### src/rtl/asg_pkg.sv
// Shared types and configuration encodings for the strided address generator.
package asg_pkg;
    typedef enum logic [2:0] {
        ST_IDLE, ST_CONST, ST_LEAD, ST_RD, ST_WR, ST_TRAIL, ST_DRAIN
    } asg_state_e;

    localparam int SELW = 3;
    localparam logic [SELW-1:0] SEL_RBASE   = 3'd0;
    localparam logic [SELW-1:0] SEL_RSTRIDE = 3'd1;
    localparam logic [SELW-1:0] SEL_WBASE   = 3'd2;
    localparam logic [SELW-1:0] SEL_WSTRIDE = 3'd3;
    localparam logic [SELW-1:0] SEL_COUNT   = 3'd4;
    localparam logic [SELW-1:0] SEL_CONST   = 3'd5;
    localparam logic [SELW-1:0] SEL_MODE    = 3'd6;

    localparam int MODE_LAG   = 0;
    localparam int MODE_CONST = 1;
    localparam int MODE_DRAIN = 2;
    localparam int MODEW      = 3;
endpackage

### src/rtl/asg_lane.sv
// One address lane: a base register and a stride register.
// nxt is always base + stride (wrapping). A step commits nxt into base.
// Assumes the loads come only from halted configuration writes.
module asg_lane #(
    parameter int AW = 16
) (
    input  logic          clk,
    input  logic          rst_n,
    input  logic          base_ld,
    input  logic          stride_ld,
    input  logic [AW-1:0] ld_val,
    input  logic          step,
    output logic [AW-1:0] nxt
);
    logic [AW-1:0] base;
    logic [AW-1:0] stride;

    // next address: modulo 2^AW sum
    always_comb nxt = base + stride;

    // base and stride registers: load from config, advance on a step
    always_ff @(posedge clk) begin
        if (!rst_n) begin
            base   <= '0;
            stride <= '0;
        end else begin
            if (base_ld)      base <= ld_val;
            else if (step)    base <= nxt;
            if (stride_ld)    stride <= ld_val;
        end
    end

    // a stalled lane keeps its base
    p_base_kept_r2: assert property (@(posedge clk) disable iff (!rst_n)
        (!step && !base_ld) |=> base == $past(base));
endmodule

### src/rtl/asg_seq.sv
// Step sequencer: walks const / lead / read / write / trail / drain states.
// It issues at most one step per cycle and stalls on a full target or on hold.
// Assumes cnt_init and the mode bits stay stable while running.
module asg_seq #(
    parameter int CW = 16
) (
    input  logic          clk,
    input  logic          rst_n,
    input  logic          start,
    input  logic          stop,
    input  logic          hold,
    input  logic          rd_full,
    input  logic          wr_full,
    input  logic          wr_empty,
    input  logic [CW-1:0] cnt_init,
    input  logic          lag,
    input  logic          cen,
    input  logic          drain,
    output logic          rd_step,
    output logic          wr_step,
    output logic          const_sel,
    output logic          running
);
    import asg_pkg::*;

    asg_state_e    state;
    logic [CW-1:0] cnt;
    logic          tgt_rd, tgt_wr, go, last;
    asg_state_e    fin_st, first_st, post_const_st;

    // step qualification and successor choices
    always_comb begin
        tgt_rd        = (state == ST_CONST) || (state == ST_LEAD) || (state == ST_RD);
        tgt_wr        = (state == ST_WR) || (state == ST_TRAIL);
        go            = !stop && !hold &&
                        ((tgt_rd && !rd_full) || (tgt_wr && !wr_full));
        rd_step       = go && tgt_rd;
        wr_step       = go && tgt_wr;
        const_sel     = (state == ST_CONST);
        running       = (state != ST_IDLE);
        last          = (cnt == '0);
        fin_st        = drain ? ST_DRAIN : ST_IDLE;
        post_const_st = lag ? ST_LEAD : ST_RD;
        first_st      = cen ? ST_CONST : post_const_st;
    end

    // state and loop counter update
    always_ff @(posedge clk) begin
        if (!rst_n) begin
            state <= ST_IDLE;
            cnt   <= '0;
        end else if (stop && state != ST_IDLE) begin
            state <= ST_IDLE;
        end else begin
            case (state)
                ST_IDLE: if (start) begin
                    state <= first_st;
                    cnt   <= cnt_init;
                end
                ST_CONST: if (go) state <= post_const_st;
                ST_LEAD: if (go) begin
                    if (last) state <= ST_TRAIL;
                    else begin
                        cnt   <= cnt - 1'b1;
                        state <= ST_RD;
                    end
                end
                ST_RD: if (go) state <= ST_WR;
                ST_WR: if (go) begin
                    if (last) state <= lag ? ST_TRAIL : fin_st;
                    else begin
                        cnt   <= cnt - 1'b1;
                        state <= ST_RD;
                    end
                end
                ST_TRAIL: if (go) state <= fin_st;
                ST_DRAIN: if (wr_empty) state <= ST_IDLE;
                default:  state <= ST_IDLE;
            endcase
        end
    end

    // drain holds until the write FIFO reports empty
    p_drain_wait_r7: assert property (@(posedge clk) disable iff (!rst_n)
        (state == ST_DRAIN && !wr_empty && !stop) |=> state == ST_DRAIN);

    // a stalled step leaves the loop count alone
    p_count_kept_r2: assert property (@(posedge clk) disable iff (!rst_n)
        (state != ST_IDLE && !go) |=> $stable(cnt));
endmodule

### src/rtl/strided_addr_gen.sv
// Strided address stream generator top.
// Holds the configuration, two address lanes and the sequencer.
// Drives push strobes combinationally from registered state and the FIFO
// flags of the same cycle. Configuration is accepted only while halted.
module strided_addr_gen #(
    parameter int AW = 16
) (
    input  logic                    clk,
    input  logic                    rst_n,
    input  logic                    cfg_we,
    input  logic [asg_pkg::SELW-1:0] cfg_sel,
    input  logic [AW-1:0]           cfg_data,
    input  logic                    start,
    input  logic                    stop,
    input  logic                    hold,
    input  logic                    rd_full,
    input  logic                    wr_full,
    input  logic                    wr_empty,
    output logic                    rd_push,
    output logic [AW-1:0]           rd_addr,
    output logic                    wr_push,
    output logic [AW-1:0]           wr_addr,
    output logic                    running
);
    import asg_pkg::*;

    logic                cfg_ok;
    logic [AW-1:0]       cnt_cfg;
    logic [AW-1:0]       const_addr;
    logic [MODEW-1:0]    mode;
    logic                rd_step, wr_step, const_sel;
    logic [AW-1:0]       rd_nxt;

    // configuration is blocked during a run
    always_comb cfg_ok = cfg_we && !running;

    // count, constant and mode registers
    always_ff @(posedge clk) begin
        if (!rst_n) begin
            cnt_cfg    <= '0;
            const_addr <= '0;
            mode       <= '0;
        end else if (cfg_ok) begin
            if (cfg_sel == SEL_COUNT) cnt_cfg    <= cfg_data;
            if (cfg_sel == SEL_CONST) const_addr <= cfg_data;
            if (cfg_sel == SEL_MODE)  mode       <= cfg_data[MODEW-1:0];
        end
    end

    asg_lane #(.AW(AW)) u_rd_lane (
        .clk(clk), .rst_n(rst_n),
        .base_ld(cfg_ok && cfg_sel == SEL_RBASE),
        .stride_ld(cfg_ok && cfg_sel == SEL_RSTRIDE),
        .ld_val(cfg_data),
        .step(rd_step && !const_sel),
        .nxt(rd_nxt)
    );

    asg_lane #(.AW(AW)) u_wr_lane (
        .clk(clk), .rst_n(rst_n),
        .base_ld(cfg_ok && cfg_sel == SEL_WBASE),
        .stride_ld(cfg_ok && cfg_sel == SEL_WSTRIDE),
        .ld_val(cfg_data),
        .step(wr_step),
        .nxt(wr_addr)
    );

    asg_seq #(.CW(AW)) u_seq (
        .clk(clk), .rst_n(rst_n),
        .start(start), .stop(stop), .hold(hold),
        .rd_full(rd_full), .wr_full(wr_full), .wr_empty(wr_empty),
        .cnt_init(cnt_cfg),
        .lag(mode[MODE_LAG]), .cen(mode[MODE_CONST]), .drain(mode[MODE_DRAIN]),
        .rd_step(rd_step), .wr_step(wr_step),
        .const_sel(const_sel), .running(running)
    );

    // output strobes and read address selection
    always_comb begin
        rd_push = rd_step;
        wr_push = wr_step;
        rd_addr = const_sel ? const_addr : rd_nxt;
    end

    p_no_push_full_r2: assert property (@(posedge clk) disable iff (!rst_n)
        (rd_push |-> !rd_full) and (wr_push |-> !wr_full));
    p_no_push_hold_r2: assert property (@(posedge clk) disable iff (!rst_n)
        hold |-> !(rd_push || wr_push));
    p_one_push_r3: assert property (@(posedge clk) disable iff (!rst_n)
        $onehot0({rd_push, wr_push}));
    p_idle_quiet_r6: assert property (@(posedge clk) disable iff (!rst_n)
        !running |-> !(rd_push || wr_push));
    p_stop_halts_r10: assert property (@(posedge clk) disable iff (!rst_n)
        (stop && running) |=> !running);
endmodule

### config.mk
export PLATFORM = sky130hd
export DESIGN_NAME = strided_addr_gen
export DESIGN_NICKNAME = d
export VERILOG_FILES = /design/src/rtl/asg_pkg.sv /design/src/rtl/asg_lane.sv /design/src/rtl/asg_seq.sv /design/src/rtl/strided_addr_gen.sv
export SDC_FILE = /design/constraint.sdc
export NUM_CORES = 1
export LEC_CHECK = 0
export ABC_AREA = 0
export BUFFER_PORTS_ARGS = -buffer_cell sky130_fd_sc_hd__buf_4
export CAP_MARGIN = 20
export CORE_AREA = 2 2 134 136
export DETAILED_ROUTE_END_ITERATION = 6
export DIE_AREA = 0 0 136 138
export PLACE_DENSITY_LB_ADDON = 0.05
export SYNTH_ARGS = -nofsm -noshare
export SYNTH_HDL_FRONTEND = slang
export SYNTH_SLANG_ARGS = --single-unit
export TNS_END_PERCENT = 5
### constraint.sdc
create_clock -name clk -period 3 [get_ports clk]
set_input_delay 0.3 -clock clk [delete_from_list [all_inputs] [get_ports clk]]
set_output_delay 0.3 -clock clk [all_outputs]
set_load 0.05 [all_outputs]
Word-level counts from Yosys, hierarchy flattened
Index checks and enable logic that the tools add are counted.
Storage, ports and cells
  register bits: 118
  input bits: 28
Operators by class
  $add $sub $neg: 3
  equal/unequal tests: 21
  muxes and demuxes: 23
  bitwise logic cells: 2
  reduce and logical (&&, ||, !) cells: 37
Operators with widths (count)
  $mux 16: 8
  $mux 3: 12
  $add 16x16->16: 2
  $pmux 16 s2: 1
  $pmux 3 s7: 1
  $eq 3x3->1 const B: 6
  $logic_not 16->1: 1
  $sub 16x1->16 const B: 1
  $logic_and 1x1->1: 13
  $eq 3x2->1 const B: 4
  $ne 2x1->1 const B: 6
  $reduce_and 7->1: 1
  $eq 3x1->1 const B: 2
  $logic_not 1->1: 6
  $logic_not 3->1: 2
  $ne 2x2->1 const B: 3
  $reduce_and 2->1: 3
  $reduce_bool 2->1: 3
  $reduce_and 5->1: 1
  $logic_or 1x1->1: 4
  $reduce_or 2->1: 2
  $reduce_bool 3->1: 1
  $not 1->1: 2
  $mux 1: 1

Depth between registers and ports, before layout
Gate-level depths: netlist of the first run.
  word-level depth: 10
  gate-level depth with buffers: 10
  gate-level depth less buffers: 8

Cells and area by module
A second synthesis of the first run with hierarchy kept.
Unflattened totals
  cells, all modules: 842
  area total of the unflattened synthesis: 7415.9 sq um
Modules (own cells, without submodules)
  asg_lane: instances 2, cells each 242, area each 2140.8 sq um, sequential area each 640.6 sq um
  strided_addr_gen: instances 1, cells each 161, area each 1601.5 sq um, sequential area each 700.7 sq um
  asg_seq: instances 1, cells each 197, area each 1532.7 sq um, sequential area each 380.4 sq um

Worst setup path after synthesis of the first run
OpenSTA, ideal clock, no wires.
  path kind: reg2reg
  from: register u_wr_lane.stride[1]
  to: register u_wr_lane.base[9]
  library setup time: 0.072 ns
  data arrival time: 3.363 ns
  required time: 2.928 ns
  path slack: -0.435 ns
  cell stages (with the launch flop): 8
  buffers on the path: 0
  path through: dfxtp_1 -> ha_1 -> a21o_1 -> a21oi_1 -> o21a_1 -> o21a_1 -> o311ai_0 -> o2bb2ai_1
Between the ends
  cells in the longest elaborated chain, start to end: 3
Ends and longest elaborated chain
  from (decl): line asg_lane.sv:16  | logic [AW-1:0] stride;
  from (signal assigned): line asg_lane.sv:29  | if (stride_ld) stride <= ld_val;
  $add 16x16->16: line asg_lane.sv:19  | always_comb nxt = base + stride;
  net wr_addr[9]: line strided_addr_gen.sv:22  | output logic [AW-1:0] wr_addr,
  $mux 16: line asg_lane.sv:28  | else if (step) base <= nxt;
  $mux 16: line asg_lane.sv:27  | if (base_ld) base <= ld_val;
  to (signal assigned): line asg_lane.sv:27
  to (signal assigned): line asg_lane.sv:28
  to (decl): line asg_lane.sv:15  | logic [AW-1:0] base;
The timed path passes the listed nets, and every way through them passes these cells. The select of a mux whose other input is x is not followed.
A chain may end at the register's enable or synchronous reset.

Worst setup path in the final report of the first run
  from: register u_wr_lane.stride[0]
  to: output wr_addr[14]
Between the ends
  cells in the longest elaborated chain, start to end: 1
Ends and longest elaborated chain (line)
  $add 16x16->16: asg_lane.sv:19
  to (decl): strided_addr_gen.sv:22
Every way passes these cells.

==> results.py, run 1 <==
metrics = {
    "placed_design": {
        "dp_cells": 1124,
        "gp_congestion": 0.8598,
        "detailedPlace.worstSlack_ns": 0.1654,
        "portBuffers": 62,
        "detailed_place_hpwl_um": 14630,
    },
    "sta": {
        "clock_skew_ns": 0.008607,
        "post-route-min-period_ns": 2.967,
        "hold_viol": 0,
        "whs_ns": 0.1895,
        "worstMarginPinSlew_ns": 0.7290,
        "slew_viol_final": 0,
        "max_freq_mhz": 337.1,
        "rsz0062_at_grt": "yes",
        "timing.slew.headroom": 0.5140,
        "postLayoutSetupSlackWorst_ns": 0.03308,
        "setup_viol": 0,
        "post-route-period-util": 0.9890,
    },
    "grt": {
        "grt_max_degree": 100,
        "grt-ovfl-total": 0,
        "grt_pass1_wl_um": 33730,
        "grt_pass1_vias": 6309,
        "grtUsageTotal": 0.2286,
        "antenna_found_initial": 0,
    },
    "yosys": {
        "yosysMostFrequentCell": "nand2_1",
        "ys.flop_type": "dfxtp_1",
        "synth-edff-count": 0,
        "yosysTopAreaCell": "dfxtp_1",
        "muxShareOfSynthArea": 0.04711,
        "synth_common_cells": "nand2_1 (159), dfxtp_1 (118), a21oi_1 (101)",
        "synth-xor-area-share": 0.02963,
        "synth_cell_type_count": 72,
        "synth_adder_area_share": 0.06294,
        "synth_area_mm2": 0.006799,
        "synth_nets": 925,
        "seq_area_frac_synth": 0.3474,
        "synth_top_family_by_area": "compound AO/OA/AOI/OAI gates",
        "synthArstFlopShare": 0,
        "synth_cells": 864,
        "synth_seq_cells": 118,
        "synth_compound_area_frac": 0.2541,
        "synth-simple-area-share": 0.2199,
        "yosys_warnings": 0,
        "synthTopCellsByArea": "dfxtp_1 (35%), nand2_1 (8.8%), a21oi_1 (7.4%)",
        "syn_avg_cell_area_um2": 7.869,
        "synth_top_cell_area_share": 0.3474,
    },
    "clocking": {
        "cts_made_buffers": 17,
        "clockRootBuffer": "clkbuf_16",
        "clock-sinks": 118,
        "clkLatencyLatePin_ns": 0.42,
        "cts_hold_buffers": 0,
        "htreeDepth": 4,
        "clkSlewWorstSetupHoldPaths_ns": 0.05,
        "ctsLongestPathBuffers": 2,
        "cts_tree": "yes",
    },
    "worst_setup_path": {
        "startpoint_type": "register",
        "end_kind": "output pin",
        "required_ns": 2.70,
        "path_class": "register to output pin",
        "crit_arrival_ns": 2.67,
        "crit_path_max_fanout": 3,
    },
    "power": {
        "p_leak_nw": 3.306,
        "power_density_mw_per_mm2": 677.2,
        "ir_drop_v": 0.0003963,
    },
    "job": {
        "cap_violations": 0,
    },
    "routing": {
        "dr.pass1.iters": 5,
        "vias": 6674,
        "vias_per_cell": 5.734,
        "drt_iter0_drc": 503,
        "ant_nets": 0,
        "route.detailed.drc": 0,
        "wirelength_um": 21500,
        "avgRoutedWirePerCell_um": 18.47,
    },
    "cells_and_area": {
        "fin_cells": 1164,
        "layout-drive-gt1-share": 0.1743,
        "syn2layout_area_growth_pct": 21.55,
        "nets": 985,
        "diodes": 0,
    },
    "worst_hold_path": {
        "hp-class": "input port to register",
    },
    "die": {
        "dieArea_mm2": 0.01877,
        "die_h_um": 138,
        "core-area_mm2": 0.01753,
        "io_pins": 63,
        "initial_utilization": 0.3878,
        "rows": 49,
        "die_x_um": 136,
    },
    "run_status": {
        "status": "finished, final reports clean",
    },
}
## cells in the final DEF (no fill, tap or decap), types with 9 or more instances in the layout
cell type,instances
nand2_1,159
dfxtp_1,114
a21oi_1,98
buf_4,91
nor2_1,70
mux2i_1,32
o21ai_0,30
a22oi_1,29
ha_1,28
nand3_1,22
clkbuf_16,17
nor3_1,16
xnor2_1,15
inv_1,13
o211ai_1,12
a21o_1,11
nand2b_1,9
## flip-flops by register name, summed over array words and instances, names as in the netlist
signal and count:
cnt_cfg 16, u_rd_lane.stride 16, u_seq.state 3, const_addr 16, u_wr_lane.stride 16, mode 3, u_rd_lane.base 16, u_seq.cnt 16
u_wr_lane.base 16
## final cells by class
type	instances	area [µm²]
Timing Repair Buffer	93	714.4
Tap cell	229	286.5
Multi-Input combinational cell	680	4274
Clock buffer	19	432.9
Inverter	14	53.80
Sequential cell	118	2367
Fill cell	1797	9270
Clock inverter	11	135.1
## path summary, 6_finish.rpt
kind	start	to	slack [ns]	depth (start not counted)
setup / recovery	u_wr_lane.stride[0]	wr_addr[14]	0.03	10
setup reg to reg	u_seq.cnt[0]	u_seq.cnt[7]	0.32	8
hold / removal	cfg_data[2]	u_wr_lane.stride[2]	0.19	3
hold reg to reg	u_wr_lane.base[2]	u_wr_lane.base[2]	0.46	2
## cells by family after synthesis
group / after synthesis
flip-flops: 118
AO/OA/AOI/OAI: 264
adder cells (fa/ha/maj): 33
multiplexers: 32
XOR/XNOR: 23
buffers and inverters: 66
AND/OR/NAND/NOR: 328
## routing by layer
metal / part of all wire / wire [µm] / track usage / vias to the layer above
met5: 0 / 0 / 0 / -
met1: 0.48 / 10310 / 0.3234 / 3220
met3: 0.051 / 1102 / 0.04364 / 28
met2: 0.45 / 9570 / 0.3457 / 170
li1: - / - / - / 3256
met4: 0.024 / 513 / 0.08169 / 0
## metrics by stage
step / area [µm²] / total power, W / setup TNS [ns] / utilization
6_report: 8264 / 0.005596 / 0 / 0.4713
5_1_grt: 8264 / 0.005872 / -0.2895 / 0.4713
4_1_cts: 8137 / 0.005602 / -0.04648 / 0.4640
3_5_place_dp: 7521 / 0.003594 / 0 / 0.4289
3_3_place_gp: 7521 / 0.003557 / 0 / 0.4289
2_1_floorplan: 6799 / 0.003140 / -0.2214 / -
## worst max-delay path, cell delays in order (launching register included)
cell and delay, ns:
dfxtp_2 0.33, ha_4 0.16, fa_2 0.36, a21oi_2 0.19, o22ai_2 0.09, a311oi_1 0.28
buf_4 0.18, o31a_1 0.19, nor2b_4 0.16, xnor2_1 0.11, buf_4 0.21
## power by group
part	internal [W]	switching, W	total, W
Sequential	0.00168	0.000104	0.00178
Combinational	0.000591	0.00122	0.00181
Clock	0.00128	0.000719	0.00200
## timing repair
action / CTS / global route
gates resized for setup: 11 / 17
endpoints found under the setup margin: 9 / 11
pin swaps: 7 / 13
setup buffers: 2 / 8
gates cloned: 0 / 0
(Power assumes the default switching activity.)
==> run 2, diff against run 1 <==
- ABC_AREA: 0 -> 1
- CORE_AREA: 2 2 134 136 -> 2 2 140 142
- DIE_AREA: 0 0 136 138 -> 0 0 142 144
==> run 2 against run 1 <==
Net effect:
- non-clock buffer count is 23 lower
- sequential share of layout area shrank 1.2 points
- wire length is 4.2% higher
- final cell count increased by 28%
- fmax is 6.9% higher
- critical path type unchanged
- critical endpoint is now wr_push
- largest power group is now combinational cells
- highest routed layer unchanged
==> results.py, run 2 <==
metrics = {
    "grt": {
        "grt_pass1_wl_um": 36210,
        "grtUsageTotal": 0.2267,
        "grt_max_degree": 54,
        "antenna_found_initial": 0,
        "grt-ovfl-total": 0,
        "grt_pass1_vias": 6858,
    },
    "job": {
        "cap_violations": 0,
    },
    "routing": {
        "vias_per_cell": 4.890,
        "drt_iter0_drc": 440,
        "wirelength_um": 22400,
        "route.detailed.drc": 0,
        "dr.pass1.iters": 6,
        "vias": 7305,
        "ant_nets": 0,
        "avgRoutedWirePerCell_um": 14.99,
    },
    "die": {
        "rows": 51,
        "die_x_um": 142,
        "io_pins": 63,
        "die_h_um": 144,
        "core-area_mm2": 0.01908,
        "dieArea_mm2": 0.02045,
        "initial_utilization": 0.3882,
    },
    "yosys": {
        "yosys_warnings": 0,
        "ys.flop_type": "dfxtp_1",
        "synthArstFlopShare": 0,
        "syn_avg_cell_area_um2": 6.182,
        "synth_top_cell_area_share": 0.3190,
        "synth_area_mm2": 0.007406,
        "synth_cell_type_count": 32,
        "synthTopCellsByArea": "dfxtp_1 (32%), nand2_1 (17%), nor2_1 (9.4%)",
        "synth_seq_cells": 118,
        "yosysMostFrequentCell": "nand2_1",
        "synth_cells": 1198,
        "synth-edff-count": 0,
        "synth_common_cells": "nand2_1 (332), nor2_1 (186), inv_1 (149)",
        "seq_area_frac_synth": 0.3190,
        "synth_nets": 1259,
        "yosysTopAreaCell": "dfxtp_1",
    },
    "sta": {
        "whs_ns": 0.1786,
        "timing.slew.headroom": 0.5989,
        "worstMarginPinSlew_ns": 0.6010,
        "slew_viol_final": 0,
        "rsz0062_at_grt": "no",
        "setup_viol": 0,
        "hold_viol": 0,
        "max_freq_mhz": 360.2,
        "clock_skew_ns": 0.006959,
        "setup_tns_ns": 0,
        "post-route-period-util": 0.9254,
        "post-route-min-period_ns": 2.776,
    },
    "placed_design": {
        "dp_cells": 1464,
        "detailed_place_hpwl_um": 16450,
        "gp_congestion": 0.8841,
        "portBuffers": 62,
    },
    "cells_and_area": {
        "layout-drive-gt1-share": 0.1011,
        "fin_cells": 1494,
        "diodes": 0,
        "final_common_cell": "nand2_1",
        "final_cell_mix": "nand2_1 (332), nor2_1 (186), inv_1 (149), dfxtp_1 (118), nand3_1 (90)",
        "syn2layout_area_growth_pct": 16.13,
        "fill_cells": 2049,
        "nets": 1306,
    },
    "worst_setup_path": {
        "crit_chain": "inv_2 > nor2_1 > nand2_1 > o21ai_4 > nand3_2 > inv_2 > buf_4",
        "path_class": "register to output pin",
        "end_kind": "output pin",
        "crit_arrival_ns": 2.48,
        "required_ns": 2.70,
        "cp_top_family": "buffers and inverters",
        "slowest_stage": "dfxtp_1",
        "crit_top_cell": "inv_2",
        "max_stage_delay_ns": 0.59,
        "startpoint_type": "register",
        "crit_path_max_fanout": 14,
        "critical_path_buf_inv_count": 3,
    },
    "clocking": {
        "clkLatencyLatePin_ns": 0.42,
        "cts_tree": "yes",
        "ctsLongestPathBuffers": 2,
        "cts_hold_buffers": 0,
        "clockRootBuffer": "clkbuf_16",
        "clkSlewWorstSetupHoldPaths_ns": 0.06,
        "clock-sinks": 118,
        "htreeDepth": 4,
        "cts_made_buffers": 17,
        "cts_setup_buffers": 0,
        "cts-resized-gates": 0,
    },
    "run_status": {
        "status": "finished, final reports clean",
    },
    "power": {
        "p_leak_nw": 4.421,
        "ir_drop_v": 0.0003998,
        "power_density_mw_per_mm2": 735.1,
    },
    "worst_hold_path": {
        "hp-class": "input port to register",
    },
}
-- run 2: path summary, 6_finish.rpt --
path                                startpoint                 to  cells past startpoint  slack (ns)
worst min register to register      cnt_cfg[0]         cnt_cfg[0]                      2        0.45
worst max-delay path            u_seq.state[2]            wr_push                      7        0.22
worst min-delay path               cfg_data[0]         cnt_cfg[0]                      3        0.18
worst max register to register  u_seq.state[2]  u_rd_lane.base[9]                      8        0.81
-- run 2: report_power, final --
part / switching [W] / internal, W / total, W
clock network: 0.000739 / 0.00137 / 0.00211
logic: 0.00161 / 0.000718 / 0.00233
registers: 0.000132 / 0.00175 / 0.00188
total: 0.00248 / 0.00384 / 0.00632
-- run 2: logic make-up after synthesis --
kind of cell,after synthesis,share of synthesized area
AO/OA/AOI/OAI,179,0.1232
buffers and inverters,200,0.1107
flip-flops,118,0.3190
XOR/XNOR,21,0.02484
adder cells (fa/ha/maj),33,0.05778
AND/OR/NAND/NOR,647,0.3646
-- run 2: per-layer routing --
metal / vias up / track usage / wire length [µm] / part of all wire
li1: 3860 / - / - / -
met1: 3309 / 0.3200 / 11490 / 0.51
met2: 125 / 0.3664 / 10110 / 0.45
met3: 11 / 0.03675 / 655 / 0.029
met4: 0 / 0.04684 / 144 / 0.0064
met5: - / 0 / 0 / 0
-- run 2: worst reg2reg max path, cell delays in order (launching register included) --
cell     delay [ns]
dfxtp_1        0.59
inv_2          0.10
nor2_1         0.18
nand2_1        0.12
o21ai_4        0.10
nand3_2        0.34
inv_2          0.41
nand3_1        0.15
a21oi_1        0.13
-- run 2: through the flow --
step / cell area (µm²) / setup slack (ns) / utilization / power (W)
6_report: 8601 / 0.2238 / 0.4508 / 0.006322
5_1_grt: 8601 / 0.07609 / 0.4508 / 0.006768
4_1_cts: 8601 / 0.2172 / 0.4508 / 0.006368
3_5_place_dp: 8008 / 0.6897 / 0.4197 / 0.004230
3_3_place_gp: 8008 / 0.7269 / 0.4197 / 0.004245
2_1_floorplan: 7406 / 0.2481 / - / 0.003721
-- run 2: layout make-up --
class                           instances  area (µm²)  share of cell area
Multi-Input combinational cell        880        4229              0.4917
Sequential cell                       118        2362              0.2747
Inverter                              158       593.1             0.06896
Timing Repair Buffer                   70       525.5             0.06110
Clock buffer                           20       436.7             0.05077
Tap cell                              238       297.8             0.03462
Clock inverter                         10       156.4             0.01818
==> run 3, diff against run 2 <==
- CORE_AREA: 2 2 140 142 -> 2 2 179 111
- DIE_AREA: 0 0 142 144 -> 0 0 181 113
==> run 3 against run 2 <==
Net effect:
- count of clock-buffer cells in the layout down 3
- largest cell class unchanged
- critical path type unchanged
- via count grew 0.23%
- first-iteration DRC count is 57% higher
- clock skew up 0.0035 ns
- highest routed layer unchanged
- global-route usage is 1.6 points higher
==> results.py, run 3 (same netlist as run 2, synthesis figures left out) <==
metrics = {
    "cells_and_area": {
        "utilization": 0.4599,
        "nets": 1310,
        "layout-drive-gt1-share": 0.1078,
        "fin_cells": 1508,
        "final_cell_mix": "nand2_1 (332), nor2_1 (186), inv_1 (149), dfxtp_1 (118), nand3_1 (90)",
        "fill_cells": 2001,
        "final_common_cell": "nand2_1",
        "syn2layout_area_growth_pct": 16.35,
        "multiInputGateArea_mm2": 0.004229,
        "diodes": 0,
        "ff_latch_area_mm2": 0.002362,
    },
    "worst_setup_path": {
        "end_kind": "output pin",
        "crit_chain": "ha_1 > fa_1 > nand3_1 > nand2_1 > nand2_1 > nand2_1 > nand2_1 > nand2_1 > nand2_1 > nand3_1 > nand2_1 > buf_4",
        "path_class": "register to output pin",
        "critical_path_buf_inv_count": 1,
        "crit_arrival_ns": 2.53,
        "crit_path_max_fanout": 4,
        "crit_top_cell": "nand2_1",
        "startpoint_type": "register",
        "cp_top_family": "simple AND/OR/NAND/NOR gates",
        "slowest_stage": "fa_1",
        "required_ns": 2.70,
        "max_stage_delay_ns": 0.43,
    },
    "power": {
        "ir_drop_v": 0.0004518,
        "netSwitchingFraction": 0.4213,
        "internal-power_w": 0.003625,
        "p_clk_frac": 0.323,
        "p_leak_nw": 4.417,
        "power_w": 0.006264,
        "p_sw_w": 0.002639,
        "seqPwrFrac": 0.301,
        "power_density_mw_per_mm2": 727.0,
        "comb_power_share": 0.377,
    },
    "grt": {
        "grt_pass1_vias": 6835,
        "grt-ovfl-total": 0,
        "grt_pass1_wl_um": 38260,
        "antenna_found_initial": 0,
        "grt_max_degree": 49,
        "grtUsageTotal": 0.2429,
    },
    "sta": {
        "setup_tns_ns": 0,
        "slew_viol_final": 0,
        "clock_skew_ns": 0.01046,
        "rsz0062_at_grt": "no",
        "max_freq_mhz": 352.9,
        "post-route-period-util": 0.9446,
        "setup_viol": 0,
        "worstMarginPinSlew_ns": 0.6923,
        "hold_viol": 0,
        "timing.slew.headroom": 0.5380,
        "post-route-min-period_ns": 2.834,
    },
    "clocking": {
        "cts-resized-gates": 0,
        "htreeDepth": 4,
        "cts_made_buffers": 17,
        "clock-sinks": 118,
        "clockRootBuffer": "clkbuf_16",
        "clkSlewWorstSetupHoldPaths_ns": 0.06,
        "ctsLongestPathBuffers": 2,
        "cts_setup_buffers": 0,
        "clkLatencyLatePin_ns": 0.43,
        "cts_hold_buffers": 0,
        "cts_tree": "yes",
    },
    "placed_design": {
        "detailed_place_hpwl_um": 17360,
        "portBuffers": 62,
        "gp_congestion": 0.8906,
        "dp_cells": 1476,
    },
    "run_status": {
        "status": "finished, final reports clean",
    },
    "routing": {
        "vias": 7322,
        "drt_iter0_drc": 690,
        "ant_nets": 0,
        "dr.pass1.iters": 6,
        "route.detailed.drc": 0,
        "vias_per_cell": 4.855,
        "wirelength_um": 23740,
        "avgRoutedWirePerCell_um": 15.74,
    },
    "die": {
        "core-area_mm2": 0.01874,
        "rows": 39,
        "initial_utilization": 0.3952,
        "die_h_um": 113,
        "die_x_um": 181,
        "io_pins": 63,
        "dieArea_mm2": 0.02045,
    },
    "worst_hold_path": {
        "hp-class": "input port to register",
    },
    "job": {
        "cap_violations": 0,
    },
}
run 3: layout make-up:
| class | count | share of cell area |
|---|---|---|
| multi-input cells | 880 | 0.4908 |
| flip-flops and latches | 118 | 0.2741 |
| inverters | 158 | 0.06883 |
| repair buffers | 74 | 0.06447 |
| clock buffers | 17 | 0.04937 |
| well taps | 246 | 0.03572 |
| clock inverters | 15 | 0.01670 |
run 3: stage by stage:
stage	hold slack (ns)	instance area [µm²]	worst slack, ns
after floorplan	0.4245	7406	0.2481
after global placement	0.4515	8048	0.6821
after detailed placement	0.4620	8048	0.6352
after CTS	0.1557	8617	0.1720
after global routing	0.1878	8617	0.04387
final	0.1666	8617	0.1663
run 3: path summary, 6_finish.rpt:
path	start	to	slack (ns)	cells past startpoint
hold reg to reg	u_wr_lane.base[0]	u_wr_lane.base[0]	0.47	2
setup / recovery	u_rd_lane.stride[0]	rd_addr[14]	0.17	12
setup reg to reg	u_seq.state[2]	u_wr_lane.base[12]	0.70	9
hold / removal	cfg_data[1]	mode[1]	0.17	3
run 3: power groups by stage:
stage               combinational (W)  clock, W  sequential, W
global placement              0.00235         0        0.00191
floorplan                     0.00185         0        0.00187
global route                  0.00269   0.00212        0.00191
CTS                           0.00236   0.00205        0.00188
finish                        0.00236   0.00202        0.00188
detailed placement            0.00234         0        0.00191
run 3: tightest hold or removal path, cell delays in order:
cell	delay [ns]
buf_4	0.09
o21ai_0	0.08
nor2_1	0.08
run 3: per-layer routing:
metal | up-vias | track usage | routed length, µm
li1 | 3861 | - | -
met4 | 0 | 0.04282 | 141
met1 | 3242 | 0.3835 | 13310
met5 | - | 0 | 0
met2 | 207 | 0.3364 | 8762
met3 | 12 | 0.04989 | 1527
